--- src/rtl/segchk_pkg.sv ---
package segchk_pkg;

  typedef struct packed {
    logic page;     // bit 4: limit counts 4 KB pages
    logic down;     // bit 3: expand-down
    logic superv;   // bit 2: supervisor-only
    logic ronly;    // bit 1: read-only
    logic present;  // bit 0: present
  } seg_attr_t;

  typedef enum logic [1:0] {
    ROLE_FETCH = 2'b00,
    ROLE_DATA  = 2'b01,
    ROLE_STACK = 2'b10,
    ROLE_STR   = 2'b11
  } seg_role_e;

  typedef enum logic [1:0] {
    CAUSE_ABSENT = 2'b00,
    CAUSE_LIMIT  = 2'b01,
    CAUSE_PRIV   = 2'b10,
    CAUSE_WRITE  = 2'b11
  } seg_cause_e;

  localparam int SLOT_CODE  = 0;
  localparam int SLOT_DATA  = 1;
  localparam int SLOT_STACK = 2;
  localparam int SLOT_STR   = 3;

endpackage

--- src/rtl/segchk_shadow.sv ---
module segchk_shadow
  import segchk_pkg::*;
#(
  parameter int NUM_SLOTS = 6,
  parameter int ADDR_W    = 32,
  parameter int LIMIT_W   = 20,
  localparam int SLOT_W   = $clog2(NUM_SLOTS)
) (
  input  logic               clk,
  input  logic               rst,
  input  logic               wr_en,
  input  logic [SLOT_W-1:0]  wr_slot,
  input  logic [ADDR_W-1:0]  wr_base,
  input  logic [LIMIT_W-1:0] wr_limit,
  input  seg_attr_t          wr_attr,
  input  logic [SLOT_W-1:0]  rd_slot,
  output logic [ADDR_W-1:0]  rd_base,
  output logic [LIMIT_W-1:0] rd_limit,
  output seg_attr_t          rd_attr
);

  logic [ADDR_W-1:0]  base_q  [NUM_SLOTS];
  logic [LIMIT_W-1:0] limit_q [NUM_SLOTS];
  seg_attr_t          attr_q  [NUM_SLOTS];

  for (genvar s = 0; s < NUM_SLOTS; s++) begin : g_slot
    logic hit;
    assign hit = wr_en && (wr_slot == SLOT_W'(s));
    always_ff @(posedge clk) begin
      if (rst) begin
        base_q[s]  <= '0;
        limit_q[s] <= '0;
        attr_q[s]  <= '0;
      end else if (hit) begin
        base_q[s]  <= wr_base;
        limit_q[s] <= wr_limit;
        attr_q[s]  <= wr_attr;
      end
    end
  end

  always_comb begin
    rd_base  = '0;
    rd_limit = '0;
    rd_attr  = '0;
    for (int s = 0; s < NUM_SLOTS; s++) begin
      if (rd_slot == SLOT_W'(s)) begin
        rd_base  = base_q[s];
        rd_limit = limit_q[s];
        rd_attr  = attr_q[s];
      end
    end
  end

endmodule

--- src/rtl/segchk_select.sv ---
module segchk_select
  import segchk_pkg::*;
#(
  parameter int NUM_SLOTS = 6,
  localparam int SLOT_W   = $clog2(NUM_SLOTS)
) (
  input  logic [1:0]        role,
  input  logic [1:0]        ovr,
  output logic [SLOT_W-1:0] slot
);

  always_comb begin
    unique case (seg_role_e'(role))
      ROLE_FETCH: slot = SLOT_W'(SLOT_CODE);
      ROLE_STACK: slot = SLOT_W'(SLOT_STACK);
      ROLE_STR:   slot = SLOT_W'(SLOT_STR);
      default: begin
        if (ovr == 2'd0) slot = SLOT_W'(SLOT_DATA);
        else             slot = SLOT_W'(SLOT_STR) + SLOT_W'(ovr) - SLOT_W'(1);
      end
    endcase
  end

endmodule

--- src/rtl/segchk_bounds.sv ---
module segchk_bounds #(
  parameter int ADDR_W     = 32,
  parameter int LIMIT_W    = 20,
  parameter int PAGE_SHIFT = 12
) (
  input  logic [ADDR_W-1:0]  offset,
  input  logic [LIMIT_W-1:0] limit,
  input  logic               page,
  input  logic               down,
  output logic               in_range
);

  localparam int SCALED_W = LIMIT_W + PAGE_SHIFT;

  logic [ADDR_W-1:0]   eff_limit;
  logic [SCALED_W-1:0] scaled;

  assign scaled    = {limit, {PAGE_SHIFT{1'b1}}};
  assign eff_limit = page ? ADDR_W'(scaled) : ADDR_W'(limit);

  always_comb begin
    if (down) in_range = (offset >= eff_limit);
    else      in_range = (offset <= eff_limit);
  end

endmodule

--- src/rtl/seg_xlate_check.sv ---
module seg_xlate_check
  import segchk_pkg::*;
#(
  parameter int NUM_SLOTS  = 6,
  parameter int ADDR_W     = 32,
  parameter int LIMIT_W    = 20,
  parameter int PAGE_SHIFT = 12,
  localparam int SLOT_W    = $clog2(NUM_SLOTS)
) (
  input  logic               clk,
  input  logic               rst,
  input  logic               wr_en,
  input  logic [SLOT_W-1:0]  wr_slot,
  input  logic [ADDR_W-1:0]  wr_base,
  input  logic [LIMIT_W-1:0] wr_limit,
  input  logic [4:0]         wr_attr,
  input  logic               req_valid,
  input  logic [1:0]         req_role,
  input  logic [1:0]         req_ovr,
  input  logic               req_write,
  input  logic               req_user,
  input  logic [ADDR_W-1:0]  req_offset,
  output logic               rsp_valid,
  output logic [ADDR_W-1:0]  rsp_addr,
  output logic               rsp_fault,
  output logic [1:0]         rsp_cause
);

  logic [SLOT_W-1:0]  sel_slot;
  logic [ADDR_W-1:0]  sel_base;
  logic [LIMIT_W-1:0] sel_limit;
  seg_attr_t          sel_attr;
  logic               in_range;
  logic               is_write;
  logic               f_absent, f_priv, f_limit, f_write;
  logic               any_fault;
  seg_cause_e         cause_d;

  segchk_select #(.NUM_SLOTS(NUM_SLOTS)) u_select (
    .role (req_role),
    .ovr  (req_ovr),
    .slot (sel_slot)
  );

  segchk_shadow #(
    .NUM_SLOTS (NUM_SLOTS),
    .ADDR_W    (ADDR_W),
    .LIMIT_W   (LIMIT_W)
  ) u_shadow (
    .clk      (clk),
    .rst      (rst),
    .wr_en    (wr_en),
    .wr_slot  (wr_slot),
    .wr_base  (wr_base),
    .wr_limit (wr_limit),
    .wr_attr  (seg_attr_t'(wr_attr)),
    .rd_slot  (sel_slot),
    .rd_base  (sel_base),
    .rd_limit (sel_limit),
    .rd_attr  (sel_attr)
  );

  segchk_bounds #(
    .ADDR_W     (ADDR_W),
    .LIMIT_W    (LIMIT_W),
    .PAGE_SHIFT (PAGE_SHIFT)
  ) u_bounds (
    .offset   (req_offset),
    .limit    (sel_limit),
    .page     (sel_attr.page),
    .down     (sel_attr.down),
    .in_range (in_range)
  );

  assign is_write  = req_write && (seg_role_e'(req_role) != ROLE_FETCH);
  assign f_absent  = !sel_attr.present;
  assign f_priv    = req_user && sel_attr.superv;
  assign f_limit   = !in_range;
  assign f_write   = is_write && sel_attr.ronly;
  assign any_fault = f_absent || f_priv || f_limit || f_write;

  always_comb begin
    if (f_absent)     cause_d = CAUSE_ABSENT;
    else if (f_priv)  cause_d = CAUSE_PRIV;
    else if (f_limit) cause_d = CAUSE_LIMIT;
    else              cause_d = CAUSE_WRITE;
  end

  always_ff @(posedge clk) begin
    if (rst) begin
      rsp_valid <= 1'b0;
      rsp_fault <= 1'b0;
      rsp_cause <= 2'b00;
      rsp_addr  <= '0;
    end else begin
      rsp_valid <= req_valid;
      rsp_fault <= req_valid && any_fault;
      rsp_cause <= (req_valid && any_fault) ? cause_d : 2'b00;
      if (req_valid) rsp_addr <= sel_base + req_offset;
    end
  end

endmodule

--- config.mk ---
export PLATFORM = sky130hd
export DESIGN_NAME = seg_xlate_check
export DESIGN_NICKNAME = d
export VERILOG_FILES = /design/src/rtl/segchk_pkg.sv /design/src/rtl/segchk_shadow.sv /design/src/rtl/segchk_select.sv /design/src/rtl/segchk_bounds.sv /design/src/rtl/seg_xlate_check.sv
export SDC_FILE = /design/constraint.sdc
export NUM_CORES = 1
export LEC_CHECK = 0
export CAP_MARGIN = 40
export CORE_MARGIN = 10
export CORE_UTILIZATION = 55
export CTS_CLUSTER_DIAMETER = 120
export DETAILED_ROUTE_END_ITERATION = 8
export DONT_BUFFER_PORTS = 1
export HOLD_SLACK_MARGIN = 0.12
export PLACE_DENSITY = 0.79
export SLEW_MARGIN = 5
export SYNTH_ARGS = -nofsm -noshare
export SYNTH_HDL_FRONTEND = slang
export SYNTH_SLANG_ARGS = --single-unit
export TNS_END_PERCENT = 1
--- constraint.sdc ---
create_clock -name clk -period 5.8 [get_ports clk]
set_input_delay 0.58 -clock clk [delete_from_list [all_inputs] [get_ports clk]]
set_output_delay 0.58 -clock clk [all_outputs]
set_load 0.005 [all_outputs]
* After elaboration in Yosys (flattened, before gate mapping)
Memories as Yosys holds them, arrays and structs flattened.
Index checks and enable logic that the tools add are counted.
** Storage, ports and cells
- Bits in registers :: 36
- Memory bits (writable) :: 342
- Output and inout port bits :: 36
- Word-level logic and storage cells :: 129
- Memories :: 3
** Operators by class
- Add/sub/neg operators :: 3
- Magnitude comparators :: 2
- Equality and inequality tests :: 12
- Mux-type cells :: 62
- Bitwise gates (word level) :: 20
- Reduce and logical (&&, ||, !) cells :: 22
** Memory list
- u_shadow.base_q :: words 6, bits a word 32, read ports 6, clocked after memory_dff 0, wr ports 6, line segchk_shadow.sv:22 : logic [ADDR_W-1:0] base_q [NUM_SLOTS];
- u_shadow.limit_q :: words 6, bits a word 20, read ports 6, clocked after memory_dff 0, wr ports 6, line segchk_shadow.sv:23 : logic [LIMIT_W-1:0] limit_q [NUM_SLOTS];
- u_shadow.attr_q :: words 6, bits a word 5, read ports 6, clocked after memory_dff 0, wr ports 6, line segchk_shadow.sv:24 : seg_attr_t attr_q [NUM_SLOTS];
** Operators with widths (number)
- 32-bit 2-to-1 mux :: 13
- 20-bit 2-to-1 mux :: 12
- 5-bit 2-to-1 mux :: 12
- 32-bit adder :: 1
- 32-bit greater-or-equal comparator :: 1
- 32-bit less-or-equal comparator :: 1
- 1-bit 2-to-1 mux :: 21
- 1-bit OR :: 18
- 3-bit by 2-bit equality test with 1-bit output (second input constant) :: 4
- 3-bit equality test (second input constant) :: 4
- 1-bit logical AND :: 10
- 3-bit case mux with 3 select lines :: 1
- 3-bit by 1-bit equality test with 1-bit output (second input constant) :: 2
- 3-bit zero test :: 2
- 2-bit equality test (second input constant) :: 2
- 2-bit zero test :: 2
- 2-bit 2-to-1 mux :: 2
- 4-bit OR reduction :: 1
- 2-bit by 2-bit adder with 3-bit output (first input constant) :: 1
- 1-bit logical OR :: 3
- 3-bit 2-to-1 mux :: 1
- 3-bit OR reduction :: 1
- 3-bit by 1-bit subtractor with 3-bit output (second input constant) :: 1
- 1-bit zero test :: 2
- 2 further kinds :: 3

* Depth between registers and ports, before layout
- Depth in word-level cells :: 20
- Gate-level depth with buffers :: 19
- Depth with buffers taken out :: 16

* By module
From an unflattened synthesis, not the netlist that was laid out.
** Second synthesis, totals
- Cell total of the unflattened synthesis :: 1627
- Area, all modules :: 19687.6 um2
** Modules (own cells, without submodules)
- segchk_shadow :: instances 1, cells each 1135, area an instance 15768.9 um2, seq. area each 10269.8 um2
- seg_xlate_check :: instances 1, cells each 365, area an instance 2992.9 um2, seq. area each 720.7 um2
- segchk_bounds :: instances 1, cells each 123, area an instance 897.1 um2, seq. area each 0.0 um2
- segchk_select :: instances 1, cells each 4, area an instance 28.8 um2, seq. area each 0.0 um2

* Worst setup path before layout
Ideal clock, no wire load.
- Kind :: input to register
- Start point :: input port wr_slot[0]
- End point :: memory u_shadow.attr_q[0][0] (netlist bit) (enable)
- Library setup time :: 0.554 ns
- Arrival :: 4.948 ns
- Path slack :: 0.298 ns
- Stages on the path :: 2
- Buffers on the path :: 0
- Path through :: nand2b_1 o31ai_1
** RTL lines
- start, declared :: line seg_xlate_check.sv:13 : input logic [SLOT_W-1:0] wr_slot,
- end, declared :: line segchk_shadow.sv:24

==> results.toml <==
[synth]
synth_top_family_by_area = "simple AND/OR/NAND/NOR gates"
netlist_instances = 1673
synth-seq-cells = 377
synth_edf_count = 341
synth_compound_area_share_pct = 12.9
syn_avg_cell_area_um2 = 11.3
synth.net_count = 1839
yosysWarnings = 0
synth.distinct_cells = 68
synthFlopType = "edfxtp_1"
synthSimpleGateAreaFrac_pct = 20.2
synth_mux_area_share_pct = 1.48
synthAdderAreaFrac_pct = 4.27
synthXorXnorAreaFrac_pct = 0.925
netlist_area_um2 = 18900
yosysSeqAreaShare_pct = 57.9
synthArstFlopShare_pct = 0

[placement]
pre_cts_ws_ns = 1.35
gp_congestion = 0.930
dpl_cell_area_um2 = 19500
dpl.hpwl_mm = 32.8
port_buffers = 0

[timing]
skew_ns = 0.0195
setup-tns-final_ns = 0
worst_pin_slew_ns = 0.915
setup_ws_ns = 1.77
drv_slew = 0
period_share_pct = 69.5
rsz0062_at_grt = "no"
setup_viol = 0
finalHoldViolCount = 0
min_period_ns = 4.03
fmax_mhz = 248
slew-limit-headroom_pct = 39.0

[setup_path]
cpMaxStageDelayCell = "a221o_1"
worstReg2RegStart = "u_shadow.attr_q[0][4]"
cp-startpoint = "u_shadow.attr_q[0][4]"
endpoint_kind = "flip-flop"
critPathMaxFanout = 19
cp_top_family = "compound AO/OA/AOI/OAI gates"
crit_required_ns = 6.18
slowest_delay_ns = 0.62
worstPathCellList = "nor2b_1 > a21oi_1 > nor2_1 > a21oi_1 > a21oi_1 > a221o_1 > buf_4 > mux2_2 > ha_1 > a21o_1 > a21oi_1 > o211ai_1 > a221o_1 > a211oi_2 > a2bb2oi_1 > a21oi_1"
cp.depth = 16
path_class = "reg -> reg"
arrival_ns = 4.41
cpMostUsedCell = "a21oi_1"
startpoint_type = "flip-flop"
rr_worst_depth = 16
critPathBufInv = 1

[min_path]
worstHoldStart = "rst"
min_path_type = "in -> reg"
hold_depth = 1

[final_layout]
drive_gt1_share_pct = 6.82
num_antenna_cells = 0
nets = 1808
syn_to_final_growth_pct = 9.30
finalInstanceArea_um2 = 20700
layout_common_cells = "and2_1, edfxtp_1, a21oi_1"
final_common_cell = "and2_1"

[grt]
grt_pass1_vias = 12870
gr-usage-met1_pct = 29.5
grt_max_degree = 64
grt_util_met3_pct = 5.61
antenna_found_initial = 0
top_usage_layer = "met2"
grt_usage_pct = 23.2
grt_pass1_wl_mm = 76.2
overflow = 0
grtUsageMet2_pct = 39.1

[pwr]
intPower_w = 0.00486
power_frac_clock_pct = 36.7
seq_power_share_pct = 50.1
leakage_nw = 7.62
p_comb_share_pct = 13.2
power_density_nw_per_um2 = 313
ir_drop_mv = 0.223
power.switching_w = 0.00161
switching_share_pct = 24.9

[route]
wl_per_cell_um = 23.6
route.detailed.drc = 0
vias = 13030
drt_iter0_markers = 1227
wl_mm = 50.0
vias_per_cell = 6.15
firstDrtPassIters = 5
detail-route-antenna-nets = 0

[die]
num_io_pins = 138
rows = 67
die_w_um = 206
fp.dieArea_um2 = 42200
start_util_pct = 56.0
core_um2 = 33800
die_y_um = 206

[clocking]
clockBufferDepth = 3
clock-sinks = 377
htreeDepth = 2
clock-root-buffer = "clkbuf_16"
clk_latency_ns = 0.53
cts_resized = 0
cts_tree = "built"
clk_pin_slew_ns = 0.06
numCtsBuffers = 39

[run]
max_cap_violations = 0

[outcome]
status = "finished clean"
==> cells in the mapped netlist, types with 16 or more instances <==
cell / n / area, µm²
and2_1: 343 / 2150
edfxtp_1: 341 / 10200
a21oi_1: 183 / 916
nor2_1: 139 / 522
clkbuf_1: 86 / 323
nor2b_1: 64 / 400
ha_1: 63 / 788
nand2_1: 58 / 218
dfxtp_1: 36 / 721
o21ai_0: 31 / 155
a221o_1: 29 / 290
a21o_1: 25 / 188
a221oi_1: 21 / 184
nand2b_1: 20 / 125
mux2i_1: 19 / 190
nand3_1: 16 / 80.1
==> metrics by stage <==
step                total power, W  std cells  hold slack [ns]  util (%)
floorplan                  0.00392       1673            0.457         -
global placement           0.00410       2045            0.480      57.5
detailed placement         0.00414       2047            0.483      57.6
CTS                        0.00648       2120            0.122      61.3
global route               0.00671       2120            0.125      61.3
finish                     0.00647       2120            0.147      61.3
==> power groups by stage <==
stage | logic [W] | clock network (W) | registers (W)
finish | 0.000856 | 0.00237 | 0.00324
global route | 0.000939 | 0.00251 | 0.00326
CTS | 0.000848 | 0.00239 | 0.00324
detailed placement | 0.000840 | 0 | 0.00330
global placement | 0.000818 | 0 | 0.00329
floorplan | 0.000637 | 0 | 0.00328
==> metal layers <==
metal | vias up | wire [µm]
met5 | - | 0
met4 | 0 | 1020
met3 | 75 | 4910
met2 | 573 | 24300
met1 | 6389 | 19700
li1 | 5993 | -
==> registers in the layout (all words and copies together), names as in the netlist <==
name              flops
rsp_cause             2
u_shadow.limit_q    120
u_shadow.base_q     192
rsp_fault             1
rsp_addr             32
rsp_valid             1
u_shadow.attr_q      29
==> area by class of cell <==
type,instances,area [µm²]
fill,2611,13100
sequential,377,11000
multi-input combinational,1179,7660
clock buffer,47,1030
tap,448,561
timing repair buffer,29,250
clock inverter,24,173
inverter,16,60.1
==> worst paths after layout <==
kind | slack (ns) | endpoint
worst max-delay path | 1.77 | rsp_fault
worst min-delay path | 0.15 | rsp_addr[15]
worst max register to register | 1.77 | rsp_fault
worst min register to register | 0.49 | rsp_addr[9]
==> timing repair <==
action	in CTS	in global routing
endpoints found under the hold margin	7	0
buffers inserted	0	0
hold buffers	2	0
==> worst register-to-register path: stages (launching register included) <==
cell       delay (ns)
edfxtp_1         0.32
nor2b_1          0.14
a21oi_1          0.05
nor2_1           0.11
a21oi_1          0.07
a21oi_1          0.21
a221o_1          0.62
buf_4            0.31
mux2_2           0.36
ha_1             0.29
a21o_1           0.16
a21oi_1          0.14
o211ai_1         0.11
a221o_1          0.36
a211oi_2         0.30
a2bb2oi_1        0.24
a21oi_1          0.10
==> logic make-up after synthesis <==
| group | count (synthesis) |
|---|---|
| adder cells (fa/ha/maj) | 64 |
| AND/OR/NAND/NOR | 690 |
| multiplexers | 27 |
| XOR/XNOR | 20 |
| flip-flops | 377 |
| buffers and inverters | 117 |
| AO/OA/AOI/OAI | 378 |
(Power assumes the default switching activity.)
